### src/rtl/dac_pkg.sv
package dac_pkg;
  localparam int FRAME_W = 24;
  localparam int CODE_W  = 12;
  localparam int NCH     = 2;
  localparam int CMD_MSB = 21;
  localparam int ADR_MSB = 18;
  localparam int CODE_LSB = 4;

  typedef enum logic [2:0] {
    CMD_WR_IN      = 3'd0,
    CMD_UPD        = 3'd1,
    CMD_WR_UPD_ALL = 3'd2,
    CMD_WR_UPD     = 3'd3,
    CMD_PWR_DN     = 3'd4,
    CMD_SRST       = 3'd5
  } cmd_e;

  localparam logic [2:0] ADDR_ALL = 3'd7;
endpackage

### src/rtl/dac_serial_rx.sv
module dac_serial_rx #(
  parameter int FRAME_W = 24
) (
  input  logic               clk_i,
  input  logic               rst_ni,
  input  logic               sclk_i,
  input  logic               fs_ni,
  input  logic               sdi_i,
  input  logic               abort_i,
  output logic               vld_o,
  output logic [FRAME_W-1:0] word_o
);
  localparam int CNT_W = $clog2(FRAME_W + 1);
  localparam logic [CNT_W-1:0] LAST = CNT_W'(FRAME_W - 1);

  logic             sclk_q;
  logic             lock_q;
  logic [CNT_W-1:0] cnt_q;
  logic             fall;

  assign fall = sclk_q & ~sclk_i;

  always_ff @(posedge clk_i or negedge rst_ni) begin
    if (!rst_ni) begin
      sclk_q <= 1'b1;
      lock_q <= 1'b0;
      cnt_q  <= '0;
      word_o <= '0;
      vld_o  <= 1'b0;
    end else begin
      sclk_q <= sclk_i;
      vld_o  <= 1'b0;
      if (fs_ni) begin
        cnt_q  <= '0;
        lock_q <= 1'b0;
      end else if (abort_i) begin
        cnt_q  <= '0;
        lock_q <= 1'b1;   // rest of this frame is dropped
      end else if (fall && !lock_q) begin
        word_o <= {word_o[FRAME_W-2:0], sdi_i};
        if (cnt_q == LAST) begin
          vld_o  <= 1'b1;
          lock_q <= 1'b1;
          cnt_q  <= '0;
        end else begin
          cnt_q <= cnt_q + 1'b1;
        end
      end
    end
  end
endmodule

### src/rtl/dac_chan.sv
module dac_chan #(
  parameter int CODE_W = 12
) (
  input  logic              clk_i,
  input  logic              rst_ni,
  input  logic              clr_i,
  input  logic              srst_i,
  input  logic              wr_in_i,
  input  logic              upd_i,
  input  logic              ld_i,
  input  logic              pd_we_i,
  input  logic              pd_i,
  input  logic [CODE_W-1:0] code_i,
  output logic [CODE_W-1:0] dac_o,
  output logic              pd_o
);
  logic [CODE_W-1:0] in_q;
  logic [CODE_W-1:0] in_nxt;
  logic              pend_q;

  assign in_nxt = wr_in_i ? code_i : in_q;

  always_ff @(posedge clk_i or negedge rst_ni) begin
    if (!rst_ni) begin
      in_q   <= '0;
      dac_o  <= '0;
      pend_q <= 1'b0;
      pd_o   <= 1'b0;
    end else if (clr_i || srst_i) begin
      in_q   <= '0;
      dac_o  <= '0;
      pend_q <= 1'b0;
      if (srst_i) pd_o <= 1'b0;
    end else begin
      in_q <= in_nxt;
      if (upd_i) begin
        dac_o  <= in_nxt;
        pend_q <= 1'b0;
      end else if (wr_in_i) begin
        pend_q <= 1'b1;
      end else if (ld_i && pend_q) begin
        dac_o  <= in_q;
        pend_q <= 1'b0;
      end
      if (pd_we_i) pd_o <= pd_i;
    end
  end
endmodule

### src/rtl/dac_ctrl.sv
module dac_ctrl
  import dac_pkg::*;
#(
  parameter int CODE_W = dac_pkg::CODE_W,
  parameter int NCH    = dac_pkg::NCH
) (
  input  logic                  clk_i,
  input  logic                  rst_ni,
  input  logic                  sclk_i,
  input  logic                  fs_ni,
  input  logic                  sdi_i,
  input  logic                  load_ni,
  input  logic                  clr_ni,
  output logic [NCH*CODE_W-1:0] dac_code_o,
  output logic [NCH-1:0]        pd_o
);
  logic               frm_vld;
  logic [FRAME_W-1:0] frm_word;
  logic               clr_q;
  logic               clr_evt;
  logic               act;
  logic               ld;
  cmd_e               cmd;
  logic [2:0]         addr;
  logic [CODE_W-1:0]  code;
  logic               unused_bits;

  assign unused_bits = ^{frm_word[FRAME_W-1:CMD_MSB+1], frm_word[CODE_LSB-1:0]};

  always_ff @(posedge clk_i or negedge rst_ni) begin
    if (!rst_ni) clr_q <= 1'b1;
    else         clr_q <= clr_ni;
  end

  assign clr_evt = clr_q & ~clr_ni;

  dac_serial_rx #(.FRAME_W(FRAME_W)) u_rx (
    .clk_i  (clk_i),
    .rst_ni (rst_ni),
    .sclk_i (sclk_i),
    .fs_ni  (fs_ni),
    .sdi_i  (sdi_i),
    .abort_i(clr_evt),
    .vld_o  (frm_vld),
    .word_o (frm_word)
  );

  assign cmd  = cmd_e'(frm_word[CMD_MSB -: 3]);
  assign addr = frm_word[ADR_MSB -: 3];
  assign code = frm_word[CODE_LSB +: CODE_W];
  assign act  = frm_vld & ~clr_evt;
  assign ld   = ~load_ni & clr_ni & ~frm_vld;

  for (genvar ch = 0; ch < NCH; ch++) begin : g_ch
    logic sel, wr_in, upd;
    assign sel   = (addr == 3'(ch)) || (addr == ADDR_ALL);
    assign wr_in = act & sel & ((cmd == CMD_WR_IN) || (cmd == CMD_WR_UPD_ALL) ||
                                (cmd == CMD_WR_UPD));
    assign upd   = act & ((sel & ((cmd == CMD_UPD) || (cmd == CMD_WR_UPD))) ||
                          (cmd == CMD_WR_UPD_ALL));

    dac_chan #(.CODE_W(CODE_W)) u_chan (
      .clk_i  (clk_i),
      .rst_ni (rst_ni),
      .clr_i  (clr_evt),
      .srst_i (act && (cmd == CMD_SRST)),
      .wr_in_i(wr_in),
      .upd_i  (upd),
      .ld_i   (ld),
      .pd_we_i(act && (cmd == CMD_PWR_DN)),
      .pd_i   (code[2*ch +: 2] != 2'b00),
      .code_i (code),
      .dac_o  (dac_code_o[ch*CODE_W +: CODE_W]),
      .pd_o   (pd_o[ch])
    );
  end
endmodule

### config.mk
export PLATFORM = sky130hd
export DESIGN_NAME = dac_ctrl
export DESIGN_NICKNAME = d
export VERILOG_FILES = /design/src/rtl/dac_pkg.sv /design/src/rtl/dac_serial_rx.sv /design/src/rtl/dac_chan.sv /design/src/rtl/dac_ctrl.sv
export SDC_FILE = /design/constraint.sdc
export NUM_CORES = 1
export LEC_CHECK = 0
export BUFFER_PORTS_ARGS = -buffer_cell sky130_fd_sc_hd__buf_2
export CAP_MARGIN = 20
export CORE_ASPECT_RATIO = 1.5
export CORE_UTILIZATION = 50
export CTS_BUF_LIST = sky130_fd_sc_hd__clkbuf_8 sky130_fd_sc_hd__clkbuf_16
export DETAILED_ROUTE_END_ITERATION = 10
export GPL_TIMING_DRIVEN = 0
export HOLD_SLACK_MARGIN = 0.1
export PLACE_DENSITY = 0.68
export SYNTH_ARGS = -nofsm -noshare
export SYNTH_HDL_FRONTEND = slang
export SYNTH_SLANG_ARGS = --single-unit
### constraint.sdc
create_clock -name clk_i -period 3 [get_ports clk_i]
set_input_delay 0.3 -clock clk_i [delete_from_list [all_inputs] [get_ports clk_i]]
set_output_delay 0.3 -clock clk_i [all_outputs]
set_load 0.1 [all_outputs]
==> impl_results.md, run 1 <==
- Critical path's top delay family: buffers and inverters
- Setup TNS: 0 ps
- GRT Residual Overflow: 0
- Fin. Hold Viols: 0
- TritonCTS Buffers: 9
- Gate power share: 0.186
- I/O Buffers: 32
- Largest net degree at the start of global routing: 65
- Root Buffer Master: clkbuf_16
- Clock power share: 0.381
- Critical path's slowest cell: dlygate4sd3_1
- Initial DRC Count: 199
- Sequential share of the synthesized area: 0.514
- Worst path required time: 3250 ps
- Worst setup SP type: primary input
- Via/cell ratio: 5.79
- I/O pin count: 33
- Slew @ Worst Pin: 767 ps
- Placed Area: 4360 µm²
- Insertion delay to the later sink of the worst-skew pair: 330 ps
- Vias in the first global route: 3,192
- Critical path peak fanout: 10
- RSZ-0062 raised after global routing: no
- Outcome: completed
- Worst hold path class: primary input to flip-flop
- Max-slew headroom at the worst pin: 0.487
- Initial core utilization: 0.524
- Final setup viols: 0
- Period utilization: 0.787
- Total GRT Usage: 0.245
- Post-Syn Area: 4040 µm²
- Max Cap Viol: 0
- First-pass GRT wire length: 15,600 µm
- Final setup margin: 638 ps
- Number of synthesized flops with an enable pin: 0
- Post-CTS sizing: 0
- DP HPWL: 6190 µm
- Most frequent cells in the layout: dfrtp_1, buf_2, inv_1
- Std-Cell Rows: 39
- Fill count: 699
- P_leak: 0.00212 µW
- Post-Syn Area per Cell: 11.1 µm²
- Sequential Power Share: 0.433
- Switching share of total power: 0.295
- Crit path DAT: 2610 ps
- Routed vias: 2,994
- CP Buf/Inv Count: 3
- Worst Setup End Kind: flip-flop
- Post-Layout Inst Area: 4700 µm²
- Flops & latches, synth: 83
- Antenna violations before repair: 0
- Fin cells: 517
- Syn_nets: 371
- Pre-CTS setup slack: 819 ps
- HP Start: fs_ni
- Die Ht: 112 µm
- Asr flop ratio synth: 1.00
- DRC viols: 0
- Drt pass-1 iters: 4
- Antenna Cells: 0
- Clock Pin Slew Worst Setup and Hold Paths: 60 ps
- Mapped Cells: 363
- Crit-path cells: dlygate4sd3_1 -> buf_2 -> nor2b_1 -> nor2_1 -> a21boi_1 -> buf_2 -> a21boi_1
- Setup Fix Bufs, Post-CTS: 0
- Die width: 75.4 µm
- Commonest non-fill, non-tap cell in the layout: dfrtp_1
- CORE AREA: 7710 µm²
- PwrDens: 626 nW/µm²
- Clock sink total: 83
- Ys Warns: 0
- WL/cell: 16.9 µm
- Max VDD drop: 0.000367 V
- Post-Route WL: 8760 µm
- TritonCTS clock tree: yes
- Nets: 418
- Setup Skew: 5.74 ps
- DP Cell Count: 498
- Area growth from synthesis to layout: 16.2%
- H-tree levels: 3
- Post-route minimum period: 2360 ps
- CP Launch Point: clr_ni
- Pint: 2070 µW
- Unique cell type count in the Yosys netlist: 49
- Ys flop type: dfrtp_1
- GPL Wtd Cong: 0.815
- Worst r2r src: clr_q
- Psw: 867 µW
- Final ANT Viol Nets: 0
- Longest Clk Path Bufs: 2
- CP max stage delay: 530 ps
- Die area: 8460 µm²
- Share of cells above drive strength 1: 0.277
- F_max: 0.423 GHz
- Total Power: 2940 µW
- Max-slew violation count: 0
- Setup Crit Path Kind: primary input to flip-flop
cell type report:
cell class,count,area [µm²],area share
sequential,83,2080,0.443
clock inverter,4,41.3,0.00879
inverter,26,97.6,0.0208
buffer,26,140,0.0298
clock buffer,12,267,0.0567
timing repair buffer,36,220,0.0469
multi-input combinational,228,1730,0.367
tap,102,128,0.0272
synth_stat cells (all sizes together), types with 3 or more instances:
library cell / count / area share
dfrtp: 81 / 0.50
nand2b: 4 / 0.0062
a21oi: 25 / 0.031
o211ai: 9 / 0.017
nand4: 4 / 0.0062
nor3: 3 / 0.0037
a2111oi: 9 / 0.031
nor2b: 3 / 0.0046
or3: 11 / 0.017
mux2i: 14 / 0.043
clkbuf: 13 / 0.012
nand3: 15 / 0.019
a311oi: 4 / 0.0087
buf: 13 / 0.023
a211oi: 12 / 0.022
inv: 26 / 0.024
and2: 3 / 0.0046
o21ai: 27 / 0.033
o31ai: 3 / 0.0068
nand2: 8 / 0.0074
nor2: 22 / 0.021
a221oi: 12 / 0.040
mux2: 21 / 0.058
power groups by stage:
stage	registers [µW]	logic, µW	clock network, µW
after floorplan	1380	304	0
after global placement	1290	528	0
after detailed placement	1290	546	0
after CTS	1270	551	1140
after global routing	1290	600	1180
final	1270	547	1120
per-layer routing:
layer	share of wire	track usage	vias to the layer above	wire length, µm
met5	0	0	-	0
met4	0.019	0.117	0	165
met3	0.031	0.0395	14	269
met2	0.53	0.407	57	4670
met1	0.42	0.303	1501	3650
li1	-	-	1422	-
registers in the layout (all words and copies together), names as in the netlist:
name	flops
clr_q	1
g_ch.u_chan.dac_o	24
g_ch.u_chan.in_q	24
g_ch.u_chan.pd_o	2
g_ch.u_chan.pend_q	2
u_rx.cnt_q	5
u_rx.lock_q	1
u_rx.sclk_q	1
u_rx.vld_o	1
u_rx.word_o	22
worst register-to-register path: stages (launching register included):
cell and delay (ps):
dfstp_2 520, nor2b_1 380, nor2_1 310, a21boi_1 370
buf_2 360, a21boi_1 230
stage by stage:
step	util	hold slack, ps
6_report	0.609	126
3_3_place_gp	0.562	430
5_1_grt	0.609	130
2_1_floorplan	-	4.41
4_1_cts	0.609	112
3_5_place_dp	0.566	201
timing repair:
action	4_1_cts	5_1_grt
endpoints found under the setup margin	0	0
hold buffers	3	0
endpoints found under the hold margin	21	0
kinds of logic after synthesis:
logic type	Yosys count	share of synthesized area
xor gates and xnor gates	3	0.00836
and+or+nand+nor	82	0.110
AOI/OAI and AO/OA	107	0.204
buffers and inverters	52	0.0588
adders and majority gates	1	0.00309
DFF	83	0.514
muxes	35	0.102
final timing paths:
path	to	slack (ps)	cells after the start
min in group asynchronous	g_ch[0].u_chan.dac_o[5]	390	2
setup / recovery	g_ch[0].u_chan.pend_q	640	7
hold / removal	u_rx.lock_q	130	2
hold reg to reg	g_ch[1].u_chan.pd_o	480	2
max in group asynchronous	clr_q	1980	3
setup reg to reg	g_ch[0].u_chan.pend_q	750	5
No activity file was read; power rests on OpenSTA's default activity.
==> run 2: changes to the inputs <==
- clock period: 3 -> 2.4 ns (I/O delays scaled with it)
==> impl_results.md, run 2 (synthesis gave the netlist of run 1 again) <==
- Total GRT Usage: 0.245
- Antenna Cells: 0
- Most frequent cells in the layout: dfrtp_1, buf_2, inv_1
- TritonCTS Buffers: 9
- Longest Clk Path Bufs: 2
- Insertion delay to the later sink of the worst-skew pair: 340 ps
- Period utilization: 0.920
- TritonCTS clock tree: yes
- Max VDD drop: 0.000459 V
- Final ANT Viol Nets: 0
- Final setup margin: 192 ps
- PwrDens: 781 nW/µm²
- Post-route minimum period: 2210 ps
- Die width: 75.4 µm
- Setup Skew: 4.35 ps
- Root Buffer Master: clkbuf_16
- Final setup viols: 0
- Outcome: completed
- Crit path DAT: 2460 ps
- DP HPWL: 6190 µm
- Max-slew headroom at the worst pin: 0.629
- Die Ht: 112 µm
- Antenna violations before repair: 0
- H-tree levels: 3
- DRC viols: 0
- GPL Wtd Cong: 0.815
- CORE AREA: 7710 µm²
- Largest regs: g_ch.u_chan.dac_o x24, g_ch.u_chan.in_q x24, u_rx.word_o x22
- Pre-CTS setup slack: 219 ps
- Clock Pin Slew Worst Setup and Hold Paths: 60 ps
- I/O Buffers: 32
- Setup Fix Bufs, Post-CTS: 0
- WL/cell: 17.0 µm
- I/O pin count: 33
- Worst path required time: 2660 ps
- Via/cell ratio: 5.78
- First-pass GRT wire length: 15,600 µm
- RSZ-0062 raised after global routing: no
- Max-slew violation count: 0
- Die area: 8460 µm²
- Worst setup SP type: primary input
- Reg2reg path depth: 5
- Std-Cell Rows: 39
- Area growth from synthesis to layout: 16.5%
- Worst Setup End Kind: flip-flop
- F_max: 0.453 GHz
- Initial DRC Count: 161
- Largest net degree at the start of global routing: 65
- Commonest non-fill, non-tap cell in the layout: dfrtp_1
- Post-Route WL: 8820 µm
- Slew @ Worst Pin: 556 ps
- GRT Residual Overflow: 0
- Vias in the first global route: 3,195
- Fin. Hold Viols: 0
- Number of cells on the worst hold path: 2
- Initial core utilization: 0.524
- Setup Crit Path Kind: primary input to flip-flop
- Clock sink total: 83
- Routed vias: 2,996
- Setup TNS: 0 ps
- Max Cap Viol: 0
- Fill count: 697
- Nets: 419
- Worst hold path class: primary input to flip-flop
- P_leak: 0.00212 µW
- Critical path peak fanout: 10
- Share of cells above drive strength 1: 0.279
- Drt pass-1 iters: 4
run 2: cell count changes in the layout (fill, tap and decap cells not counted):
cell / delta
nor2_2: +1
dlygate4sd3_1: +1
nor2_1: -1
run 2: metal layers:
metal  routed length (µm)  vias up  global-route usage
met5                    0        -                   0
met4                  179        0               0.117
met3                  273       14              0.0395
met2                 4670       55               0.407
met1                 3700     1500               0.303
li1                     -     1427                   -
run 2: critical path: stages:
cell and delay [ps]:
dlygate4sd3_1 530, buf_2 150, nor2b_1 390, nor2_2 210, a21boi_1 350, buf_2 360
a21boi_1 230
run 2: layout make-up:
type | instances | area (µm²) | share of cell area
plain buffers | 26 | 140 | 0.0297
inverters | 26 | 97.6 | 0.0207
flip-flops and latches | 83 | 2080 | 0.441
repair buffers | 37 | 230 | 0.0489
clock buffers | 12 | 267 | 0.0566
well taps | 102 | 128 | 0.0271
clock inverters | 4 | 41.3 | 0.00876
multi-input cells | 228 | 1730 | 0.367
run 2: path summary, 6_finish.rpt:
kind                                                 to                 from  slack, ps
worst max-delay path              g_ch[0].u_chan.pend_q               clr_ni        190
worst min-delay path                     u_rx.word_o[0]                sdi_i        130
worst max register to register    g_ch[0].u_chan.pend_q                clr_q        240
worst min register to register      g_ch[1].u_chan.pd_o  g_ch[1].u_chan.pd_o        480
max in group asynchronous                   u_rx.sclk_q               rst_ni       1430
min in group asynchronous       g_ch[0].u_chan.dac_o[5]               rst_ni        320
run 2: metrics by stage:
stage               total power [µW]  utilization  cell area (µm²)  std cells  hold slack, ps
floorplan                       2100            -             4040        363           -55.6
global placement                2270        0.562             4330        497             370
detailed placement              2300        0.566             4360        498             141
CTS                             3710        0.611             4710        518             127
global route                    3830        0.611             4710        518             145
finish                          3680        0.611             4710        518             133
run 2: what timing repair did:
action                                  CTS  global route
resized for setup                         0             1
hold buffers                              4             0
endpoints found under the setup margin    0             4
endpoints found under the hold margin    22             0
run 2: power breakdown:
group / internal, µW / switching (µW) / total, µW
sequential: 1500 / 92.3 / 1590
combinational: 214 / 470 / 685
clock: 880 / 526 / 1410
total: 2590 / 1090 / 3680
